[src/rtl/sleep_wake_ctrl.sv]
module sleep_wake_ctrl #(
  parameter int NIRQ = 4
) (
  input  logic            clk,
  input  logic            rst,
  input  logic            wr_strobe,
  input  logic            wr_wait,
  input  logic            clk_present,
  input  logic            pll_wr,
  input  logic            pll_wr_data,
  input  logic [NIRQ-1:0] irq_req,
  input  logic [NIRQ-1:0] irq_en,
  input  logic            stop_in,
  output logic            core_ce,
  output logic            asleep,
  output logic            wake,
  output logic            pll_on
);

  logic sleep_q, stopped_q, wake_q, pll_q;
  logic hit, wake_now, enter_now;

  assign hit       = |(irq_req & irq_en);
  assign wake_now  = sleep_q & ~stopped_q & hit;
  assign enter_now = wr_strobe & wr_wait & clk_present & ~sleep_q;

  always_ff @(posedge clk) begin
    if (rst) begin
      sleep_q   <= 1'b0;
      stopped_q <= 1'b0;
      wake_q    <= 1'b0;
      pll_q     <= 1'b0;
    end else begin
      wake_q    <= wake_now;
      stopped_q <= sleep_q & ~wake_now & stop_in;
      if (wake_now)       sleep_q <= 1'b0;
      else if (enter_now) sleep_q <= 1'b1;
      if (pll_wr && !sleep_q) pll_q <= pll_wr_data;
    end
  end

  assign core_ce = ~stopped_q;
  assign asleep  = sleep_q;
  assign wake    = wake_q;
  assign pll_on  = pll_q;

endmodule


[config.mk]
export PLATFORM = sky130hd
export DESIGN_NAME = sleep_wake_ctrl
export DESIGN_NICKNAME = d
export VERILOG_FILES = /design/src/rtl/sleep_wake_ctrl.sv
export SDC_FILE = /design/constraint.sdc
export NUM_CORES = 1
export LEC_CHECK = 0
export ABC_AREA = 1
export BUFFER_PORTS_ARGS = -buffer_cell sky130_fd_sc_hd__buf_2
export CORE_AREA = 2 2 39 41
export CTS_CLUSTER_DIAMETER = 60
export DETAILED_ROUTE_END_ITERATION = 7
export DIE_AREA = 0 0 41 43
export PLACE_DENSITY = 0.48
export SLEW_MARGIN = 15
export SYNTH_ARGS = -nofsm -noshare
export SYNTH_HDL_FRONTEND = slang
export SYNTH_SLANG_ARGS = --single-unit
[constraint.sdc]
create_clock -name clk -period 0.8 [get_ports clk]
set_input_delay 0.08 -clock clk [delete_from_list [all_inputs] [get_ports clk]]
set_output_delay 0.08 -clock clk [all_outputs]
set_load 0.1 [all_outputs]
* After elaboration in Yosys (flattened, before gate mapping)
Index checks and enable logic that the tools add are counted.
** Operators by class
- Bitwise logic cells :: 11
- Reductions and logical operators :: 4
** Operators by type and width (count)
- AND 1 bit :: 7
- AND 4 bit :: 1
- OR reduction 4 bit :: 1
- NOT 1 bit :: 3
- OR reduction 2 bit :: 1
- logical AND 1 bit :: 1
- logical NOT 1 bit :: 1
** Word-level totals
- Flip-flop bits (word level) :: 4
- Bits of input ports :: 16
- Output and inout port bits :: 4
- Logic and storage cells :: 19

* Depth between registers and ports, before layout
Gate-level depths: netlist (run 1).
- Word-level depth :: 6
- Gate-level depth with buffers :: 5
- Depth with buffers taken out :: 5

* Least setup slack after synthesis (run 1)
OpenSTA, ideal clock, no wires.
- Path type :: flip-flop to flip-flop
- From :: register sleep_q (netlist: asleep)
- To :: register stopped_q
- Library setup time :: 0.116 ns
- Arrival :: 1.437 ns
- Path slack :: -0.753 ns
- Cell stages (with the launch flop) :: 6
- Buffers on the path :: 0
- Path through :: dfxtp_1 inv_1 nor2_1 o21ai_1 nand2_1 nor2_1
** Between the ends
- Longest elaborated chain between the ends :: 5
** RTL lines
- start, declared :: RTL line 20 : logic sleep_q, stopped_q, wake_q, pll_q;
- start signal, assigned :: RTL line 29 : sleep_q <= 1'b0;
- start signal, assigned :: RTL line 36 : if (wake_now) sleep_q <= 1'b0;
- start signal, assigned :: RTL line 37 : else if (enter_now) sleep_q <= 1'b1;
- AND 1 bit (2 in series) :: RTL line 24 : assign wake_now = sleep_q & ~stopped_q & hit;
- NOT 1 bit :: RTL line 35 : stopped_q <= sleep_q & ~wake_now & stop_in;
- AND 1 bit * (2 in series) :: RTL line 35
- end signal, assigned :: RTL line 35
- end, declared :: RTL line 20
Every way passes the cells marked *; elsewhere a longest branch is shown, timed or not.
A chain may end at the register's enable or synchronous reset.

* Worst setup path in the final report (run 1)
- From :: register sleep_q (netlist: asleep)
- To :: output asleep
** RTL lines
- end, declared :: RTL line 15 : output logic asleep,
No word-level cell between the ends.

==> metrics.cfg, run 1 <==
[setup_path]
end_kind=output pin
crit_arrival_ps=830
path_class=reg2out
r2r_setup_slack_ps=10
cp-start-kind=register
crit_fanout=2
critPathRequiredTime_ps=720

[routing]
dr_total_vias=240
drtIter0Drc=0
wl_per_cell_um=6.76
wl_um=453
vias_per_cell=3.58
drc=0
first_pass_iters=1
ant_nets=0

[floorplan]
die_x_um=41
die_h_um=43
ioPinCount=20
core_area_um2=1380
initial_core_util_pct=12.4
rows=14
die_area_um2=1760

[power_and_ir_drop]
p_comb_share_pct=27.4
irDropWorstVdd_v=0.000367
p_per_area_nw_per_um2=1570
power.switching_uw=177
pwr-share-seq_pct=34.1
sw_frac_of_total_pct=28.1
leakage_nw=0.211
p_int_uw=452
p_clk_share_pct=38.5

[clock_tree]
cts_buffers=3
ctsHoldBuffers=0
root_buffer=clkbuf_4
cts_buffer_depth=2
cts.sinks=4
clk_pin_slew_ps=40
htree_levels=1
cts_tree=done
clkLatencyLatePin_ps=230

[finish]
drive_above_1_share_pct=58.8
final_common_cell=buf_2
final_cell_mix=buf_2, nand2_1, nor2_1, buf_12, clkbuf_4
area_delta_synth_final_pct=134
design_area_um2=402
stdcell_count=67
fin_nets=69
n_fill_cell=152
diodes=0
final_util_pct=29.0

[yosys]
syn_inst=27
synth.distinct_cells=7
synth_top_family_by_area=simple AND/OR/NAND/NOR gates
syn-num-nets=43
ys_seq_elements=4
synthMuxAreaShare_pct=0
syn_area_um2=171
seq_area_frac_synth_pct=46.7
synth_compound_area_share_pct=5.84
synthAdderAreaFrac_pct=0
syn_avg_cell_area_um2=6.35
yosys_warnings=0
synthXorXnorAreaFrac_pct=0
synthSimpleGateAreaFrac_pct=38.7

[global_routing]
grt_pass1_wl_um=731
antenna_found_initial=0
grt_overflow=0
grt_max_degree=5
grtUsageTotal_pct=7.42
grt_pass1_vias=203

[placed_design]
dp.cells=63
place_area_um2=367
gp_congestion=0.615
port_buffers=19

[timing]
slew_headroom_pct=89.0
fmax_ghz=1.10
setup_ws_ps=-113
rsz0062_at_grt=yes
setup_viol=4
tightest_slew_ps=164
finalCriticalPeriod_ps=913
hold-worst-slack_ps=26.6
fin_crit_sh_pct=114
final.setup.tns_ps=-258
final-hold-violation-count=0
fin_worst_skew_ps=3.06
report.final.slew_viol_count=0

[hold_path]
hold_class=in2reg

[run_status]
status=complete, but fails checks
violations=setup timing

[run]
maxCapViolations=0

power groups by stage:
stage                     Sequential [mW]  Combinational [mW]  Clock, mW
after floorplan                     0.268              0.0346          0
after global placement              0.217               0.168          0
after detailed placement            0.217               0.168          0
after CTS                           0.215               0.170      0.262
after global routing                0.215               0.186      0.271
final                               0.214               0.172      0.242
area by class of cell:
type,count,area (um2),area share (%)
Timing Repair Buffer,21,174,43.3
Tap cell,16,20.0,4.98
Inverter,4,18.8,4.67
Clock buffer,3,22.5,5.61
Sequential cell,4,90.1,22.4
Multi-Input combinational cell,19,76.3,19.0
registers in the layout (all words and copies together), names as in the netlist:
name / count
wake: 1
asleep: 1
stopped_q: 1
pll_on: 1
Yosys cell counts, drive strengths merged:
master | n | area share [%]
dfxtp | 4 | 47
o21ai | 1 | 2.9
nand2 | 11 | 24
a21oi | 1 | 2.9
inv | 4 | 8.8
nand3 | 2 | 5.8
nor2 | 4 | 8.8
path summary, 6_finish.rpt:
check / start / to / cells past startpoint
worst max-delay path: asleep / asleep / 2
worst min-delay path: rst / pll_on / 2
worst max register to register: asleep / stopped_q / 5
worst min register to register: asleep / pll_on / 3
critical path, stage by stage (launching register included):
cell and delay (ps):
dfxtp_4 330, buf_6 110, buf_12 150
per-stage QoR:
stage	setup WS (ps)	power, mW
4_1_cts	-128	0.646
5_1_grt	-139	0.672
6_report	-113	0.629
3_3_place_gp	50.4	0.384
3_5_place_dp	0.561	0.385
2_1_floorplan	-169	0.302
routing by layer:
| layer | vias to the layer above | GRT usage [%] | wire length (um) |
|---|---|---|---|
| li1 | 130 | - | - |
| met1 | 91 | 7.05 | 170 |
| met2 | 17 | 7.81 | 204 |
| met3 | 2 | 3.14 | 56 |
| met4 | 0 | 14.0 | 21 |
| met5 | - | 0 | 0 |
cell families (layout without fill, tap and decap cells):
family / Yosys count / in the layout
DFF: 4 / 4
buffers and inverters: 4 / 28
AOI/OAI and AO/OA: 2 / 2
and+or+nand+nor: 17 / 17
repair_timing:
action                     in CTS  in global routing
hold endpoints to repair        0                  0
gates resized for setup         2                  0
setup endpoints to repair       6                  6
buffers inserted                0                  1
No activity file was read; power rests on OpenSTA's default activity.
==> run 2: changes to the inputs <==
--- a/config.mk
+++ b/config.mk
@@ -11,6 +11,7 @@
 export CTS_CLUSTER_DIAMETER = 60
 export DETAILED_ROUTE_END_ITERATION = 7
 export DIE_AREA = 0 0 41 43
+export MAX_ROUTING_LAYER = met4
 export PLACE_DENSITY = 0.48
 export SLEW_MARGIN = 15
 export SYNTH_ARGS = -nofsm -noshare
==> metrics.cfg, run 2 (synthesized netlist as in run 1, its figures left out) <==
[run_status]
status=complete, but fails checks
violations=setup timing

[setup_path]
path_cells=buf_6 > buf_12
path_buf_inv=2
cp-start-kind=register
r2r_cells=5
path_class=reg2out
path_delay_family=flip-flops
crit_arrival_ps=830
end_kind=output pin
r2r_setup_slack_ps=10
critPathRequiredTime_ps=720
slowest_stage=dfxtp_4
cpPeakStageDelay_ps=330
r2r_end=stopped_q
r2r-start=asleep
crit_fanout=2

[hold_path]
hp-start=rst
hold_class=in2reg
hold-path-cell-count=2
min_to=pll_on

[floorplan]
ioPinCount=20
core_area_um2=1380
die_area_um2=1760
die_x_um=41
die_h_um=43
initial_core_util_pct=12.4
rows=14

[timing]
tightest_slew_ps=164
final-hold-violation-count=0
hold-worst-slack_ps=26.9
fin_crit_sh_pct=114
fmax_ghz=1.10
fin_worst_skew_ps=2.75
report.final.slew_viol_count=0
setup_viol=4
finalCriticalPeriod_ps=913
setup_ws_ps=-113
rsz0062_at_grt=yes
slew_headroom_pct=89.0

[placed_design]
pre_cts_ws_ps=0.561
place_area_um2=367
dp.cells=63
port_buffers=19
gp_congestion=0.619

[global_routing]
grt_pass1_wl_um=731
antenna_found_initial=0
grt_busiest_layer=met4
grt_max_degree=5
use_met2_pct=7.81
grt_pass1_vias=203
grt_use_met3_pct=3.14
grtUsageTotal_pct=7.61
gr-usage-met1_pct=7.05
grt_overflow=0

[finish]
fin_nets=69
final_util_pct=29.0
n_fill_cell=152
ff_latch_area_um2=90.1
final_common_cell=buf_2
final_cell_mix=buf_2, nand2_1, nor2_1, buf_12, clkbuf_4
area_delta_synth_final_pct=134
design_area_um2=402
diodes=0
stdcell_count=67
multi_input_area_um2=76.3
drive_above_1_share_pct=58.8

[routing]
wl_per_cell_um=6.75
ant_nets=0
drtIter0Drc=1
wl_um=452
dr_total_vias=240
first_pass_iters=2
vias_per_cell=3.58
drc=0

[clock_tree]
htree_levels=1
root_buffer=clkbuf_4
cts_buffer_depth=2
clk_pin_slew_ps=40
clkLatencyLatePin_ps=230
cts_tree=done
cts_buffers=3
cts.sinks=4

[power_and_ir_drop]
irDropWorstVdd_v=0.000367
p_per_area_nw_per_um2=1560
leakage_nw=0.211

[run]
maxCapViolations=0

[run 2: worst reg2reg max path, stage by stage, from the launching register on]
cell	delay, ps
dfxtp_4	340
inv_2	40
nor2_1	90
o21ai_1	90
nand2_1	80
nor2_1	40
[run 2: layer usage]
layer	wire, um	share of wire [%]
met3	54	12
met4	19	4.2
met5	0	0
met2	207	46
met1	171	38
[run 2: through the flow]
stage          total power [mW]  TNS [ps]
2_1_floorplan             0.302      -581
3_3_place_gp              0.384         0
3_5_place_dp              0.385         0
4_1_cts                   0.646      -354
5_1_grt                   0.672      -505
6_report                  0.628      -258
[run 2: layout make-up]
cell class	instances	area share, %
Sequential cell	4	22.4
Tap cell	16	4.98
Timing Repair Buffer	21	43.3
Multi-Input combinational cell	19	19.0
Clock buffer	3	5.61
Inverter	4	4.67
[run 2: timing repair]
item,CTS,global route
endpoints found under the setup margin,6,6
hold endpoints to repair,0,0
hold buffers,0,0
resized for setup,2,0
buffers inserted,0,1
[run 2: power breakdown]
part / switching [mW] / internal [mW] / total, mW
logic: 0.0948 / 0.0775 / 0.172
clock network: 0.0744 / 0.167 / 0.242
registers: 0.00714 / 0.207 / 0.214
total: 0.176 / 0.452 / 0.628
[run 2: worst max path at each step]
stage / depth (start not counted) / to / start
after floorplan: 5 / stopped_q / asleep
after global placement: 4 / stopped_q / stopped_q
after detailed placement: 5 / asleep / asleep
after CTS: 2 / asleep / asleep
after global routing: 2 / asleep / asleep
final: 2 / asleep / asleep
==> run 3: changes to the inputs <==
--- a/config.mk
+++ b/config.mk
@@ -6,13 +6,13 @@
 export NUM_CORES = 1
 export LEC_CHECK = 0
 export ABC_AREA = 1
-export BUFFER_PORTS_ARGS = -buffer_cell sky130_fd_sc_hd__buf_2
 export CORE_AREA = 2 2 39 41
 export CTS_CLUSTER_DIAMETER = 60
 export DETAILED_ROUTE_END_ITERATION = 7
 export DIE_AREA = 0 0 41 43
+export DONT_BUFFER_PORTS = 1
 export MAX_ROUTING_LAYER = met4
-export PLACE_DENSITY = 0.48
+export PLACE_DENSITY = 0.35
 export SLEW_MARGIN = 15
 export SYNTH_ARGS = -nofsm -noshare
 export SYNTH_HDL_FRONTEND = slang
==> metrics.cfg, run 3 (synthesized netlist as in run 1, its figures left out) <==
[timing]
setup_viol=6
rsz0062_at_grt=yes
fin_worst_skew_ps=1.30
final-hold-violation-count=0
setup_ws_ps=-117
fin_crit_sh_pct=115
slew_headroom_pct=87.8
tightest_slew_ps=182
fmax_ghz=1.09
report.final.slew_viol_count=0
finalCriticalPeriod_ps=917

[setup_path]
r2r-start=asleep
path_cells=clkinvlp_4 > buf_12
end_kind=output pin
critPathRequiredTime_ps=720
cpPeakStageDelay_ps=340
cp-start-kind=register
path_depth=2
r2r_setup_slack_ps=-40
r2r_end=stopped_q
path_delay_family=flip-flops
crit_fanout=2
slowest_stage=dfxtp_2
crit_arrival_ps=840
path_buf_inv=2
path_class=reg2out
r2r_cells=5

[floorplan]
die_x_um=41
die_area_um2=1760
die_h_um=43
ioPinCount=20
core_area_um2=1380
rows=14
initial_core_util_pct=12.4

[global_routing]
antenna_found_initial=0
grt_overflow=0
grt_pass1_vias=207
grt_max_degree=5
grtUsageTotal_pct=6.99
grt_pass1_wl_um=710

[finish]
area_delta_synth_final_pct=103
final_util_pct=25.1
drive_above_1_share_pct=34.2
n_fill_cell=160
final_common_cell=nand2_1
final_cell_mix=nand2_1, nor2_1, dlygate4sd3_1, buf_12, clkbuf_4
diodes=0
stdcell_count=54
fin_nets=56

[run]
maxCapViolations=0

[clock_tree]
cts_buffers=3
post_cts_buffers=0
clk_pin_slew_ps=30
htree_levels=1
root_buffer=clkbuf_4
clkLatencyLatePin_ps=240
cts_buffer_depth=2
cts_tree=done
cts.sinks=4

[power_and_ir_drop]
p_per_area_nw_per_um2=1740
leakage_nw=0.157
irDropWorstVdd_v=0.000285
total_power_uw=607

[run_status]
status=complete, but fails checks
violations=setup timing

[placed_design]
gp_congestion=0.521
port_buffers=0
dp.cells=47

[routing]
routed-wl-met3_um=46
ant_nets=0
dr_total_vias=209
vias_per_cell=3.87
first_pass_iters=2
drc=0
drtIter0Drc=3
wl_um=433
top_layer=met4
wl_met2_um=225
wl_met1_um=140
wl_per_cell_um=8.02

[hold_path]
min_to=asleep
hold_class=in2reg
hold-path-cell-count=3
hp-start=rst

## run 3: cell type report
cell class	instances	area, um2	area share (%)
Timing Repair Buffer	8	120	34.5
Sequential cell	4	90.1	25.9
Multi-Input combinational cell	19	76.3	21.9
Clock buffer	3	22.5	6.47
Tap cell	16	20.0	5.76
Inverter	4	18.8	5.40
## run 3: through the flow
step | area [um2] | hold slack [ps] | setup slack [ps] | setup TNS, ps
global placement | 272 | 141 | 3.27 | 0
global route | 348 | 31.5 | -154 | -654
CTS | 348 | 4.42 | -130 | -373
detailed placement | 272 | 144 | -37.7 | -74.6
floorplan | 184 | 139 | -169 | -581
finish | 348 | 7.75 | -117 | -284
## run 3: how the worst max path moves through the flow
stage | from | to
global route | asleep | stopped_q
detailed placement | asleep | stopped_q
global placement | asleep | stopped_q
CTS | stopped_q | core_ce
finish | stopped_q | core_ce
floorplan | asleep | stopped_q
## run 3: per-layer routing
metal | GRT usage (%) | up-vias
met1 | 4.49 | 86
met5 | - | -
met4 | 10.0 | 0
met3 | 3.14 | 3
li1 | - | 104
met2 | 10.3 | 16
## run 3: tightest hold or removal path, cell delays in order
cell and delay, ps:
inv_1 20, nand2_1 70, nor2_1 40
## run 3: report_power, final
group / total, mW / internal, mW / switching [mW]
Clock: 0.249 / 0.168 / 0.0812
Combinational: 0.142 / 0.0573 / 0.0844
Sequential: 0.216 / 0.207 / 0.00892
Total: 0.607 / 0.432 / 0.174
## run 3: what timing repair did
action,4_1_cts,5_1_grt
gates cloned,0,0
hold buffers,4,0
endpoints found under the hold margin,3,0
resized for setup,4,0
pin swaps,0,0
endpoints found under the setup margin,6,7
